**config.mk**
```make
export PLATFORM = sky130hd
export DESIGN_NAME = pin_irq_wake
export DESIGN_NICKNAME = d
export VERILOG_FILES = /design/src/rtl/pin_irq_wake.sv
export SDC_FILE = /design/constraint.sdc
export NUM_CORES = 1
export LEC_CHECK = 0
export BUFFER_PORTS_ARGS = -buffer_cell sky130_fd_sc_hd__buf_2
export CORE_UTILIZATION = 50
export DETAILED_ROUTE_END_ITERATION = 10
export PLACE_DENSITY = 0.81
export SLEW_MARGIN = 20
export SYNTH_ARGS = -nofsm -noshare
export SYNTH_HDL_FRONTEND = slang
export SYNTH_SLANG_ARGS = --single-unit
```
**constraint.sdc**
```tcl
create_clock -name clk -period 1.5 [get_ports clk]
set_clock_uncertainty 0.1 [all_clocks]
set_input_delay 0.15 -clock clk [delete_from_list [all_inputs] [get_ports clk]]
set_output_delay 0.15 -clock clk [all_outputs]
set_load 0.1 [all_outputs]
```
**src/rtl/pin_irq_wake.sv**
```systemverilog
module pin_irq_wake #(
  parameter int NPINS = 8
) (
  input  logic             clk,
  input  logic             rst_n,
  input  logic [NPINS-1:0] pin_in,
  input  logic [NPINS-1:0] irq_en,
  input  logic [NPINS-1:0] edge_fall,
  input  logic             sleep,
  input  logic [NPINS-1:0] clr_w1c,
  output logic [NPINS-1:0] flags,
  output logic             irq,
  output logic             wake
);

  logic [NPINS-1:0] sync_a, sync_b, sync_c;
  logic [NPINS-1:0] snap;
  logic [NPINS-1:0] rise_hit, fall_hit, hit;
  logic [NPINS-1:0] moved;

  always_ff @(posedge clk or negedge rst_n) begin
    if (!rst_n) begin
      sync_a <= '0;
      sync_b <= '0;
      sync_c <= '0;
    end else begin
      sync_a <= pin_in;
      sync_b <= sync_a;
      sync_c <= sync_b;
    end
  end

  assign rise_hit = sync_b & ~sync_c;
  assign fall_hit = ~sync_b & sync_c;
  assign hit      = (rise_hit & ~edge_fall) | (fall_hit & edge_fall);

  always_ff @(posedge clk or negedge rst_n) begin
    if (!rst_n) flags <= '0;
    else        flags <= (flags & ~clr_w1c) | hit;
  end

  assign irq = |(flags & irq_en);

  // snapshot tracks the synchronised level while awake and freezes in sleep
  always_ff @(posedge clk or negedge rst_n) begin
    if (!rst_n)      snap <= '0;
    else if (!sleep) snap <= sync_b;
  end

  assign moved = (~snap & pin_in & ~edge_fall) | (snap & ~pin_in & edge_fall);
  assign wake  = sleep & |(moved & irq_en);

endmodule

```
==> flow_metrics.tcl <==
set metrics [dict create \
    vias 1237 \
    criticalPathCategory "reg2out" \
    stdcell_area_mm2 0.00217 \
    path_clk_slew_ns 0.11 \
    crit_slowest_cell "o41a_4" \
    synth_adder_area_share_pct 0 \
    cts_made_buffers 5 \
    violations "DRC, setup timing" \
    end_kind "primary output" \
    drive_gt1_share_pct 40.7 \
    post_cts_buffers 0 \
    ys_seq_elements 40 \
    die_y_um 57.1 \
    r2r_cells 2 \
    synth_top_area_share_pct 65.8 \
    area_growth_pct 43.0 \
    nFillCells 181 \
    yosys_warnings 0 \
    whs_path_depth 3 \
    hp-class "in2reg" \
    nets 233 \
    grt_pass1_vias 1258 \
    setup-violations-final 2 \
    ys_seq_area_share_pct 65.8 \
    muxShareOfSynthArea_pct 5.93 \
    min_period_over_period_pct 138 \
    yosysTopAreaCell "dfrtp_1" \
    critPathLaunch "snap[4]$_DFFE_PN0N_" \
    syn_nets 155 \
    core_area_mm2 0.00283 \
    dieArea_mm2 0.00326 \
    power.total_w 0.00234 \
    r2r-end "snap[4]$_DFFE_PN0N_" \
    diodes 0 \
    drt_iter0_markers 34 \
    synth.distinct_cells 20 \
    antenna_found_initial 0 \
    post-route-util_pct 76.8 \
    drc_errors 6 \
    start_kind "flip-flop" \
    cp.required_ns 1.25 \
    place.gp.congestion 0.762 \
    cts-root-buf "clkbuf_4" \
    synth_top_family_by_area "simple AND/OR/NAND/NOR gates" \
    cpLargestDelayFamily "compound AO/OA/AOI/OAI gates" \
    rsz0062_at_grt "yes" \
    yosysMostFrequentCell "dfrtp_1" \
    wl_per_cell_um 14.2 \
    crit_path_max_fanout 2 \
    worstReg2RegStart "snap[4]$_DFFE_PN0N_" \
    finalCriticalPeriod_ns 2.07 \
    cp_num_buf_inv 1 \
    finalHoldWorstSlack_ns 0.0140 \
    grt_pass1_wl_um 5510 \
    initial_core_util_pct 53.7 \
    vias_per_cell 5.38 \
    htree_levels 2 \
    cp.depth 5 \
    ys_async_sr_fraction_pct 100 \
    dpl.hpwl_um 2360 \
    maxCapViolCount 0 \
    rrSetupSlack_ns 0.51 \
    arrival_ns 1.82 \
    dp_slack_ns -0.207 \
    slew_viol_final 0 \
    p_leak_nw 1.02 \
    synth_edf_count 0 \
    outcome "finished with violations" \
    clockBufferDepth 2 \
    row_count 19 \
    ant_nets 0 \
    worst_slack_ns -0.574 \
    clk_latency_ns 0.34 \
    synth.cell_area_mm2 0.00152 \
    worstHoldStart "edge_fall[1]" \
    grt_overflow 0 \
    synth-simple-area-share_pct 16.5 \
    p_per_area_mw_per_mm2 1080 \
    die_w_um 57.1 \
    postSynthAreaPerCell_um2 12.7 \
    synthFlopType "dfrtp_1" \
    dr.pass1.iters 7 \
    cp-endpoint "wake" \
    worst_pin_slew_ns 0.497 \
    slowest_delay_ns 0.51 \
    synth_cells 120 \
    dpl_cell_area_mm2 0.00192 \
    wl_um 3260 \
    timing.final.hold_violations 0 \
    clock.fmax_mhz 482 \
    cts_tree "done" \
    synthTopCellsByCount "dfrtp_1 (40), nand2_1 (16)" \
    grt_util_all_layers_pct 22.8 \
    grt_max_degree 22 \
    yosys.area_share.xor_xnor_pct 0 \
    cts_sinks 40 \
    synth-compound-area-share_pct 9.47 \
    relSlewSlack_pct 67.1 \
    path_cells "and3b_1, o21ai_1, nand3_1, o41a_4, buf_12" \
    yosys-top-cells-area "dfrtp_1 (66%), mux2_2 (5.9%), o221ai_1 (4.6%)" \
    pin_count 45 \
    worst_ir_drop_vdd_uv 726 \
    portBuffers 44 \
]
-- how the worst min path moves through the flow --
stage	slack, ns	endpoint
after floorplan	-0.25	flags[0]$_DFF_PN0_
after global placement	0.02	sync_b[7]$_DFF_PN0_
after detailed placement	0.03	flags[7]$_DFF_PN0_
after CTS	0.01	flags[0]$_DFF_PN0_
after global routing	0.02	flags[0]$_DFF_PN0_
final	0.01	flags[1]$_DFF_PN0_
-- stage by stage --
stage,setup TNS [ns],std cells
after global placement,-0.171,205
after CTS,-0.764,230
after global routing,-0.865,230
after floorplan,-0.593,120
final,-0.730,230
after detailed placement,-0.207,205
-- kinds of logic after synthesis --
logic type	count (synthesis)
AND/OR/NAND/NOR	44
AO/OA/AOI/OAI	19
multiplexers	8
flip-flops	40
buffers and inverters	9
-- per-layer routing --
layer	wire [um]	vias to the layer above	GRT usage, %
met4	35	0	9.41
li1	-	588	-
met2	1740	33	40.0
met5	0	-	0
met3	153	7	4.99
met1	1330	609	27.3
-- registers in the layout, indices dropped and copies added, names as in the netlist --
signal  cells
flags       8
snap        8
sync_a      8
sync_b      8
sync_c      8
-- tightest hold or removal path, stage by stage --
cell	delay (ns)
buf_2	0.12
nand2_1	0.06
o221ai_1	0.09
-- layout make-up --
type | count | area [um^2] | share of cell area [%]
multi-input combinational | 71 | 509 | 23.4
tap | 31 | 38.8 | 1.78
sequential | 40 | 1030 | 47.2
clock buffer | 8 | 58.8 | 2.71
timing repair buffer | 72 | 510 | 23.5
inverter | 8 | 30.0 | 1.38
-- layout by cell type, fill, tap and decap left out, drive strengths merged, types with 5 or more instances in the layout --
cell type	count
mux2	8
nor3b	5
and3b	5
dfrtp	40
o21ai	5
buf	55
dlygate4sd3	17
clkbuf	8
nand2	16
nor2	8
inv	8
o221ai	8
-- where the power goes --
part           total (W)  internal, W  switching, W  leakage [nW]
Sequential       0.00123      0.00117     0.0000571         0.462
Clock           0.000545     0.000231      0.000314        0.0326
Combinational   0.000572     0.000206      0.000366         0.530
Total            0.00234      0.00161      0.000737          1.02
-- timing repair --
| item | in CTS | in global routing |
|---|---|---|
| pin swaps | 2 | 1 |
| hold buffers | 17 | 0 |
| endpoints found under the setup margin | 2 | 2 |
| gates resized for setup | 5 | 2 |
| endpoints found under the hold margin | 36 | 0 |
Note: power is estimated with default switching activity, not from simulation.
